<file path="src/rtl/nic_pkg.sv">
package nic_pkg;
  typedef enum logic [1:0] {
    LV_LOW  = 2'd0,
    LV_MED  = 2'd1,
    LV_HIGH = 2'd2,
    LV_NMI  = 2'd3
  } nic_lvl_e;

  localparam int unsigned NIC_NLVL = 4;
endpackage

</file>
<file path="src/rtl/nic_pick.sv">
// Finds the first set bit of pend_i scanning from start_i upward with wrap.
module nic_pick #(
  parameter int N  = 8,
  parameter int IW = 3
) (
  input  logic [N-1:0]  pend_i,
  input  logic [IW-1:0] start_i,
  output logic          hit_o,
  output logic [IW-1:0] idx_o
);
  int pos;

  always_comb begin
    hit_o = 1'b0;
    idx_o = '0;
    pos   = 0;
    for (int k = 0; k < N; k++) begin
      pos = int'(start_i) + k;
      if (pos >= N) pos = pos - N;
      if (!hit_o && pend_i[pos]) begin
        hit_o = 1'b1;
        idx_o = IW'(pos);
      end
    end
  end
endmodule

</file>
<file path="src/rtl/nic_nest.sv">
// In-service level tracking: a pop releases the top level, a push marks a level.
module nic_nest
  import nic_pkg::*;
(
  input  logic                clk,
  input  logic                rst_n,
  input  logic                push_i,
  input  nic_lvl_e            push_lvl_i,
  input  logic                pop_i,
  output logic [NIC_NLVL-1:0] active_q_o,
  output logic [NIC_NLVL-1:0] active_d_o
);
  logic [NIC_NLVL-1:0] active_q, active_d, top_mask, popped;

  always_comb begin
    top_mask = '0;
    for (int b = 0; b < NIC_NLVL; b++) begin
      if (active_q[b]) top_mask = NIC_NLVL'(1) << b;
    end
    popped   = pop_i ? (active_q & ~top_mask) : active_q;
    active_d = popped;
    if (push_i) active_d[push_lvl_i] = 1'b1;
  end

  always_ff @(posedge clk or negedge rst_n) begin
    if (!rst_n) active_q <= '0;
    else        active_q <= active_d;
  end

  assign active_q_o = active_q;
  assign active_d_o = active_d;

  AST_RETI_POPS_ONE: assert property (@(posedge clk) disable iff (!rst_n)
    (pop_i && !push_i && active_q != '0) |=>
      ($countones(active_q) == $countones($past(active_q)) - 1));
endmodule

</file>
<file path="src/rtl/nic_vec.sv">
// Vector word address: base plus slot times step; slot 1 is the non-maskable entry.
module nic_vec #(
  parameter int          IW        = 3,
  parameter int          VW        = 16,
  parameter int unsigned STEP      = 2,
  parameter int unsigned BOOT_BASE = 32'h1000
) (
  input  logic          take_i,
  input  logic          nmi_i,
  input  logic [IW-1:0] idx_i,
  input  logic          boot_i,
  output logic [VW-1:0] vec_o
);
  logic [VW-1:0] base, off;

  always_comb begin
    base  = boot_i ? VW'(BOOT_BASE) : '0;
    off   = nmi_i ? VW'(STEP) : VW'((int'(idx_i) + 2) * int'(STEP));
    vec_o = take_i ? (base + off) : '0;
  end
endmodule

</file>
<file path="src/rtl/irq_nest_ctrl.sv">
module irq_nest_ctrl
  import nic_pkg::*;
#(
  parameter int          NSRC      = 8,
  parameter int          VEC_W     = 16,
  parameter int unsigned VEC_STEP  = 2,
  parameter int unsigned BOOT_BASE = 32'h1000
) (
  input  logic              clk,
  input  logic              rst_n,
  input  logic [NSRC-1:0]   req_i,
  input  logic [2*NSRC-1:0] lvl_cfg_i,
  input  logic [2:0]        lvl_en_i,
  input  logic              rr_en_i,
  input  logic              boot_vec_i,
  input  logic              nmi_i,
  input  logic              ack_i,
  input  logic              reti_i,
  output logic              irq_o,
  output logic [VEC_W-1:0]  vec_o,
  output logic [1:0]        lvl_o,
  output logic [3:0]        active_o
);
  localparam int IW   = (NSRC > 1) ? $clog2(NSRC) : 1;
  localparam int NMSK = 3;

  // ---------------- per-level pending vectors ----------------
  logic [NMSK-1:0][NSRC-1:0] pend;

  for (genvar s = 0; s < NSRC; s++) begin : g_src
    logic [1:0] code;
    assign code = lvl_cfg_i[2*s +: 2];
    for (genvar l = 0; l < NMSK; l++) begin : g_lvl
      assign pend[l][s] = req_i[s] && (code == 2'(l)) && lvl_en_i[l];
    end
  end

  // ---------------- state ----------------
  logic                irq_q, irq_d;
  nic_lvl_e            lvl_q, lvl_d;
  logic [IW-1:0]       idx_q, idx_d;
  logic [VEC_W-1:0]    vec_q, vec_d;
  logic [IW-1:0]       rr_last_q, rr_last_d;
  logic                rr_load;
  logic [IW-1:0]       rr_start;
  logic                ack_ok;
  logic [NIC_NLVL-1:0] active_q, active_d;

  assign ack_ok = ack_i && irq_q;

  // ---------------- pickers, one per maskable level ----------------
  logic [NMSK-1:0]          hit;
  logic [NMSK-1:0][IW-1:0]  idx;

  for (genvar l = 0; l < NMSK; l++) begin : g_pick
    logic [IW-1:0] st;
    if (l == 0) begin : g_rot
      assign st = rr_start;
    end else begin : g_fix
      assign st = '0;
    end
    nic_pick #(.N(NSRC), .IW(IW)) u_pick (
      .pend_i (pend[l]),
      .start_i(st),
      .hit_o  (hit[l]),
      .idx_o  (idx[l])
    );
  end

  // ---------------- nesting state ----------------
  nic_nest u_nest (
    .clk       (clk),
    .rst_n     (rst_n),
    .push_i    (ack_ok),
    .push_lvl_i(lvl_q),
    .pop_i     (reti_i),
    .active_q_o(active_q),
    .active_d_o(active_d)
  );

  // ---------------- low-level rotation pointer ----------------
  always_comb begin
    if (rr_en_i && (rr_last_q != IW'(NSRC - 1))) rr_start = rr_last_q + IW'(1);
    else                                         rr_start = '0;
    rr_load   = ack_ok && (lvl_q == LV_LOW);
    rr_last_d = rr_load ? idx_q : rr_last_q;
  end

  // ---------------- grant selection against next active state ----------------
  always_comb begin
    irq_d = 1'b0;
    lvl_d = LV_LOW;
    idx_d = '0;
    if (nmi_i && !active_d[3]) begin
      irq_d = 1'b1;
      lvl_d = LV_NMI;
    end else if (hit[2] && (active_d[3:2] == 2'b00)) begin
      irq_d = 1'b1;
      lvl_d = LV_HIGH;
      idx_d = idx[2];
    end else if (hit[1] && (active_d[3:1] == 3'b000)) begin
      irq_d = 1'b1;
      lvl_d = LV_MED;
      idx_d = idx[1];
    end else if (hit[0] && (active_d == '0)) begin
      irq_d = 1'b1;
      lvl_d = LV_LOW;
      idx_d = idx[0];
    end
  end

  nic_vec #(
    .IW       (IW),
    .VW       (VEC_W),
    .STEP     (VEC_STEP),
    .BOOT_BASE(BOOT_BASE)
  ) u_vec (
    .take_i(irq_d),
    .nmi_i (lvl_d == LV_NMI),
    .idx_i (idx_d),
    .boot_i(boot_vec_i),
    .vec_o (vec_d)
  );

  // ---------------- registers ----------------
  always_ff @(posedge clk or negedge rst_n) begin
    if (!rst_n) begin
      irq_q <= 1'b0;
      lvl_q <= LV_LOW;
      idx_q <= '0;
      vec_q <= '0;
    end else begin
      irq_q <= irq_d;
      lvl_q <= lvl_d;
      idx_q <= idx_d;
      vec_q <= vec_d;
    end
  end

  always_ff @(posedge clk or negedge rst_n) begin
    if (!rst_n)       rr_last_q <= IW'(NSRC - 1);
    else if (rr_load) rr_last_q <= rr_last_d;
  end

  assign irq_o    = irq_q;
  assign vec_o    = vec_q;
  assign lvl_o    = lvl_q;
  assign active_o = active_q;

  // ---------------- assertions ----------------
  AST_GRANT_ABOVE_ACTIVE: assert property (@(posedge clk) disable iff (!rst_n)
    irq_q |-> ((active_q >> lvl_q) == 4'b0));

  AST_NMI_TAKES_OVER: assert property (@(posedge clk) disable iff (!rst_n)
    (nmi_i && !active_d[3]) |=> (irq_q && lvl_q == LV_NMI));

  AST_ACK_MARKS_LEVEL: assert property (@(posedge clk) disable iff (!rst_n)
    (ack_i && irq_q) |=> active_q[$past(lvl_q)]);

  AST_IDLE_VECTOR_ZERO: assert property (@(posedge clk) disable iff (!rst_n)
    !irq_q |-> (vec_q == '0));
endmodule

</file>
<file path="config.mk">
export PLATFORM = sky130hd
export DESIGN_NAME = irq_nest_ctrl
export DESIGN_NICKNAME = d
export VERILOG_FILES = /design/src/rtl/nic_pkg.sv /design/src/rtl/nic_pick.sv /design/src/rtl/nic_nest.sv /design/src/rtl/nic_vec.sv /design/src/rtl/irq_nest_ctrl.sv
export SDC_FILE = /design/constraint.sdc
export NUM_CORES = 1
export LEC_CHECK = 0
export CAP_MARGIN = 20
export CELL_PAD_IN_SITES_DETAIL_PLACEMENT = 0
export CELL_PAD_IN_SITES_GLOBAL_PLACEMENT = 2
export CORE_UTILIZATION = 34
export DETAILED_ROUTE_END_ITERATION = 10
export PLACE_DENSITY_LB_ADDON = 0.1
export SYNTH_ARGS = -nofsm -noshare
export SYNTH_HDL_FRONTEND = slang
export SYNTH_HIERARCHICAL = 1
export SYNTH_SLANG_ARGS = --single-unit
</file>
<file path="constraint.sdc">
create_clock -name clk -period 4.8 [get_ports clk]
set_input_delay 0.48 -clock clk [delete_from_list [all_inputs] [get_ports clk]]
set_output_delay 0.48 -clock clk [all_outputs]
set_load 0.02 [all_outputs]
</file>
==> Yosys cells after proc, flatten, opt, wreduce, memory -nomap -nowiden <==
Cells that the tools add are included.
{ "op_classes": {"shift": 0, "n_addsub": 18, "n_lt_le_gt_ge": 18, "n_bitwise": 3, "div": 0, "n_eq_ne": 18, "reduce_logical": 111, "mul": 0, "n_mux": 101} }
{ "ops": {"columns": ["operator", "count"], "rows": [
  ["< comparator 32 x 5 -> 1 bit (second input constant)", 8],
  ["two-way mux 32 bit", 8],
  ["greater-or-equal comparator 32 x 5 -> 1 bit (second input constant)", 7],
  ["subtractor 32 x 5 -> 32 bit (second input constant)", 7],
  ["logical AND 1 bit", 77],
  ["two-way mux 3 bit", 21],
  ["two-way mux 1 bit", 49],
  ["two-way mux 16 bit", 2],
  ["binary-select mux 1 bit (select 3 bit)", 8],
  ["logical NOT 1 bit", 22],
  ["logical NOT 2 bit", 10],
  ["two-way mux 4 bit", 5],
  ["== test 2 bit (second input constant)", 9],
  ["adder 16 bit", 1],
  ["adder 3 x 3 -> 4 bit (second input constant)", 4],
  ["== test 2 x 1 -> 1 bit (second input constant)", 8],
  ["two-way mux 13 bit", 1],
  ["adder 3 x 2 -> 4 bit (second input constant)", 3],
  ["two-way mux 2 bit", 6],
  ["subtractor 3 x 4 -> 5 bit (second input constant)", 1],
  ["adder 3 x 1 -> 4 bit (second input constant)", 1],
  ["AND 4 bit", 1],
  ["greater-or-equal comparator 3 x 4 -> 1 bit (second input constant)", 1],
  ["logical NOT 4 bit", 1],
  ["other kinds (8)", 8]
]} }
{ "totals": {"ram_bits": 0, "n_memories": 0, "latch_bits": 0, "romBits": 0, "inputBits": 34, "ff_bits": 29} }

==> Longest topological paths before layout <==
{ "depth": {"word_depth": 39, "mapped_depth": 18, "depth_no_buf": 15} }

==> Cells and area by module <==
The synthesis kept the hierarchy.
{ "by_module_without_submodules": {"columns": ["module", "area_each_um2", "seq_area_each_um2", "cells_each", "n_inst"], "rows": [
  ["nic_pick", 980.9, 0.0, 105, 3],
  ["irq_nest_ctrl", 1183.6, 629.4, 88, 1],
  ["nic_nest", 181.4, 100.1, 17, 1],
  ["nic_vec", 142.6, 0.0, 18, 1]
]} }

==> Worst setup path before layout <==
OpenSTA, ideal clock, no wires.
{ "synth_timing": {"path_type": "reg-to-reg", "from": "reg rr_last_q[0]", "to": "reg vec_q[3], in the netlist vec_o[3]", "path_slack_ps": -40, "t_arrival_ps": 4721, "path_buffers": 3, "stages_incl_launch_ff": 19, "cell_sequence": "dfstp_2 -> ha_1 -> ha_1 -> and3b_1 -> clkbuf_1 -> clkbuf_1 -> inv_1 -> ha_1 -> clkbuf_1 -> mux4_2 -> and2_4 -> or4_4 -> a211oi_4 -> nand4b_1 -> nor2b_1 -> nand4b_4 -> o211ai_2 -> ha_1 -> and3b_1"} }
{ "synth_via": {"elab_chain_len": 39, "elab_cells_between_ends": 102} }
{ "synth_lines": {"columns": ["element", "line", "source"], "rows": [
  ["from (decl)", "irq_nest_ctrl.sv:43", "logic [IW-1:0] rr_last_q, rr_last_d;"],
  ["from (signal assigned)", "irq_nest_ctrl.sv:141", "if (!rst_n) rr_last_q <= IW'(NSRC - 1);"],
  ["from (signal assigned)", "irq_nest_ctrl.sv:142", "else if (rr_load) rr_last_q <= rr_last_d;"],
  ["parallel branches: the longest is 2 deep, another holds adder 3 x 1 -> 3 bit", null, null],
  ["two-way mux 3 bit *", "irq_nest_ctrl.sv:83", "if (rr_en_i && (rr_last_q != IW'(NSRC - 1))) rr_start = rr_last_q + IW'(1);"],
  ["net g_pick[0].st[1]", "irq_nest_ctrl.sv:56", "logic [IW-1:0] st;"],
  ["parallel branches: the longest is 26 deep, another holds subtractor 32 x 5 -> 32 bit", null, null],
  ["two-way mux 1 bit *", "nic_pick.sv:20", "if (!hit_o && pend_i[pos]) begin"],
  ["net hit[0]", "irq_nest_ctrl.sv:52", "logic [NMSK-1:0] hit;"],
  ["logical AND 1 bit *", "irq_nest_ctrl.sv:105", "end else if (hit[0] && (active_d == '0)) begin"],
  ["two-way mux 3 bit *", "irq_nest_ctrl.sv:105", null],
  ["two-way mux 3 bit *", "irq_nest_ctrl.sv:101", "end else if (hit[1] && (active_d[3:1] == 3'b000)) begin"],
  ["two-way mux 3 bit *", "irq_nest_ctrl.sv:97", "end else if (hit[2] && (active_d[3:2] == 2'b00)) begin"],
  ["two-way mux 3 bit *", "irq_nest_ctrl.sv:94", "if (nmi_i && !active_d[3]) begin"],
  ["net idx_d[1]", "irq_nest_ctrl.sv:41", "logic [IW-1:0] idx_q, idx_d;"],
  ["adder 3 x 2 -> 4 bit *", "nic_vec.sv:18", "off = nmi_i ? VW'(STEP) : VW'((int'(idx_i) + 2) * int'(STEP));"],
  ["two-way mux 16 bit *", "nic_vec.sv:18", null],
  ["adder 16 bit *", "nic_vec.sv:19", "vec_o = take_i ? (base + off) : '0;"],
  ["two-way mux 16 bit *", "nic_vec.sv:19", null],
  ["net vec_d[3]", "irq_nest_ctrl.sv:42", "logic [VEC_W-1:0] vec_q, vec_d;"],
  ["to (signal assigned)", "irq_nest_ctrl.sv:136", "vec_q <= vec_d;"],
  ["to (decl)", "irq_nest_ctrl.sv:42", null]
]} }
Mark *: on every way through the listed nets, which the timed path passes. The select of a mux whose other input is x is not followed.
A chain may end at the register's enable or synchronous reset.

==> Final worst setup path <==
Same ends and word-level chain as after synthesis.

==> flow_summary_export.csv <==
group,metric,value,unit
floorplan,dieHeight,116.4,um
setup_path,path_class,"register to register",
sta,worst_slew_pin_slew,0.7516,ns
layout,drive_gt1_share,22.72,%
flow_run,max_cap_violations,0,
global_route,grt_pass1_vias,3814,
yosys,synth_top_area_share,22.77,%
sta,finClkSkew,0.003141,ns
layout,syn_to_final_growth,22.43,%
setup_path,worstPathArrival,4.41,ns
cts,cts.sink_count,29,
cts,numCtsBuffers,5,
setup_path,reg2reg_to,"vec_o[3]$_DFF_PN0_",
sta,hold_violations,0,
yosys,synth_common_cells,"mux4_2, a21oi_1, dfrtp_1, inv_1, nor2_1",
cts,clockBufferDepth,2,
drt,drc_errors,0,
yosys,synth.most_common_cell,"mux4_2",
cts,path_clk_slew,0.05,ns
global_route,grt_pass1_wl,20100,um
floorplan,rows,41,
cts,cts_hold_buffers,0,
cts,cts-resized-gates,0,
setup_path,reg2reg_slack,0.55,ns
power,pwr-share-comb,60.2,%
power,vdd_drop_max,120.9,uV
place,place_congestion,0.8268,
sta,setup_viol,0,
power,power_switching,0.0006700,W
setup_path,critPathCapture,"vec_o[3]$_DFF_PN0_",
yosys,ys.flop_type,"dfrtp_1",
yosys,synth_seq_area_share,16.39,%
drt,wl_per_cell,17.78,um
layout,antenna_cells,0,
sta,rsz0062_at_grt,"no",
sta,maxSlewViolCount,0,
setup_path,cp-startpoint,"rr_last_q[0]$_DFFE_PN1P_",
yosys,ys_async_sr_fraction,100.0,%
cts,postCtsSetupRepairBufs,0,
drt,via_per_inst,5.757,
sta,fin_crit,4.248,ns
status,status,"finished, final reports clean",
setup_path,reg2reg_from,"rr_last_q[0]$_DFFE_PN1P_",
sta,fmax,235.4,MHz
cts,root_buffer,"clkbuf_16",
yosys,synthCells,438,
power,p_seq_share,22.0,%
yosys,ys_seq_elements,29,
cts,cts_tree,"built",
floorplan,core_area,12670,sq um
worst_hold_path,hp-class,"register to register",
setup_path,end_kind,"register",
power,sw_frac_of_total,41.47,%
power,p_int,0.0009456,W
floorplan,dieWidth,116.4,um
power,pwr_density_cell,296.5,nW/um^2
setup_path,crit_path_max_fanout,7,
setup_path,cp-start-kind,"register",
setup_path,reg2regPathDepth,15,
sta,tns,0,ns
yosys,syn_area_per_cell,10.16,sq um
yosys,synth.area.top_cells,"mux4_2, dfrtp_1, a21oi_1, mux2_2, and4b_1",
global_route,grt-ovfl-total,0,
cts,cts-htree-levels,2,
floorplan,initial_utilization,35.12,%
setup_path,critical_path_required,4.96,ns
floorplan,ios,57,
sta,max_slew_margin,49.21,%
place,portBuffers,56,
drt,wl,12210,um
yosys,synth_cell_types,57,
drt,via_count,3955,
layout,fin_nets,557,
floorplan,die_area,13550,sq um
drt,firstDrtPassIters,4,
global_route,track_usage,18.79,%
global_route,grt_max_degree,30,
sta,finalCritPeriodShare,88.50,%
drt,ant_nets,0,
power,p_leak,2.321,nW
yosys,yosysTopAreaCell,"mux4_2",
power,pwr-share-clk,17.8,%
cts,clk_latency,0.27,ns
drt,dr.first_iter.drc_count,267,
power,p_total,0.001616,W
global_route,antenna_found_initial,0,
yosys,yosysWarnings,6,
yosys,synth_edf_count,0,
place,dpl.hpwl,9634,um
yosys,synth.cell_area,4451,sq um
[logic make-up (layout without fill, tap and decap cells)]
kind of cell,after synthesis,in the layout,synth area share [%]
adder cells (fa/ha/maj),9,9,2.530
multiplexers,90,90,34.75
AO/OA/AOI/OAI,115,115,18.13
XOR/XNOR,6,6,1.181
other,2,31,0.1687
buffers and inverters,64,112,6.410
flip-flops,29,29,16.39
AND/OR/NAND/NOR,123,123,20.44
[cells in the final DEF (no fill, tap or decap), types with 5 or more instances in the layout]
master            n
nor4bb_1          8
dfrtp_1          26
conb_1           31
nand3b_1          6
inv_1            26
o21ai_1           6
o22ai_1           6
ha_1              9
o21ai_0          10
nor3b_1           7
and4b_1          16
mux4_2           45
mux2i_1          15
a21o_1           12
buf_4            19
a21oi_1          34
mux2_2           15
nand2b_1         11
clkdlybuf4s50_1  56
mux2_1           12
xor2_1            6
nand3_1           9
and2_4            7
a31oi_1           6
nand2_1          10
nor2_1           18
clkbuf_16         5
[through the flow]
step,cell area [sq um],worst slack [ns],hold WS [ns],std cells,util [%]
2_1_floorplan,4561,0.01692,0.1844,467,-
3_3_place_gp,5306,0.4074,0.4621,679,41.88
3_5_place_dp,5306,0.3158,0.4657,679,41.88
4_1_cts,5449,0.5008,0.4773,687,43.00
5_1_grt,5449,0.2724,0.4906,687,43.00
6_report,5449,0.5520,0.4748,687,43.00
[how the worst min path moves through the flow]
| stage | start | end | depth (start not counted) |
|---|---|---|---|
| floorplan | rst_n | idx_q[0]$_DFF_PN0_ | 0 |
| global placement | idx_q[0]$_DFF_PN0_ | rr_last_q[0]$_DFFE_PN1P_ | 1 |
| detailed placement | idx_q[0]$_DFF_PN0_ | rr_last_q[0]$_DFFE_PN1P_ | 1 |
| CTS | idx_q[0]$_DFF_PN0_ | rr_last_q[0]$_DFFE_PN1P_ | 1 |
| global route | idx_q[0]$_DFF_PN0_ | rr_last_q[0]$_DFFE_PN1P_ | 1 |
| finish | idx_q[0]$_DFF_PN0_ | rr_last_q[0]$_DFFE_PN1P_ | 1 |
[sequential cells by signal (all words and copies together), names as in the netlist]
signal	count
rr_last_q	3
lvl_o	2
irq_o	1
idx_q	3
u_nest/active_q_o	4
vec_o	16
[per-layer routing]
layer  global-route usage (%)  wire (um)  part of all wire (%)
met5                        0          0                     0
met4                    3.077        100                  0.82
met3                    2.180        569                   4.7
met2                    31.68       6019                    49
met1                    26.23       5522                    45
[layout make-up]
| class | count | area [sq um] |
|---|---|---|
| multi-input combinational | 374 | 3550 |
| fill | 1304 | 7222 |
| inverter | 29 | 108.9 |
| timing repair buffer | 75 | 703.2 |
| clock buffer | 5 | 125.1 |
| clock inverter | 3 | 17.52 |
| tap | 172 | 215.2 |
| sequential | 29 | 729.5 |
[power by group through the flow]
stage	clock network, W	registers [W]	logic (W)
floorplan	0	0.000403	0.000635
global placement	0	0.000361	0.000965
detailed placement	0	0.000361	0.000963
CTS	0.000293	0.000358	0.000966
global route	0.000308	0.000364	0.00107
finish	0.000287	0.000356	0.000973
[worst max-delay path, cell delays in order, from the launching register on]
cell and delay, ns:
dfstp_2 0.55, ha_1 0.15, ha_1 0.18, and3b_1 0.20
inv_1 0.15, ha_1 0.33, mux4_2 0.36, and2_4 0.19
or4_4 0.54, a211oi_4 0.38, nand4b_1 0.16, nor2b_1 0.21
nand4b_4 0.14, o211ai_2 0.13, ha_1 0.30, and3b_1 0.17
Note: power is estimated with default switching activity, not from simulation.
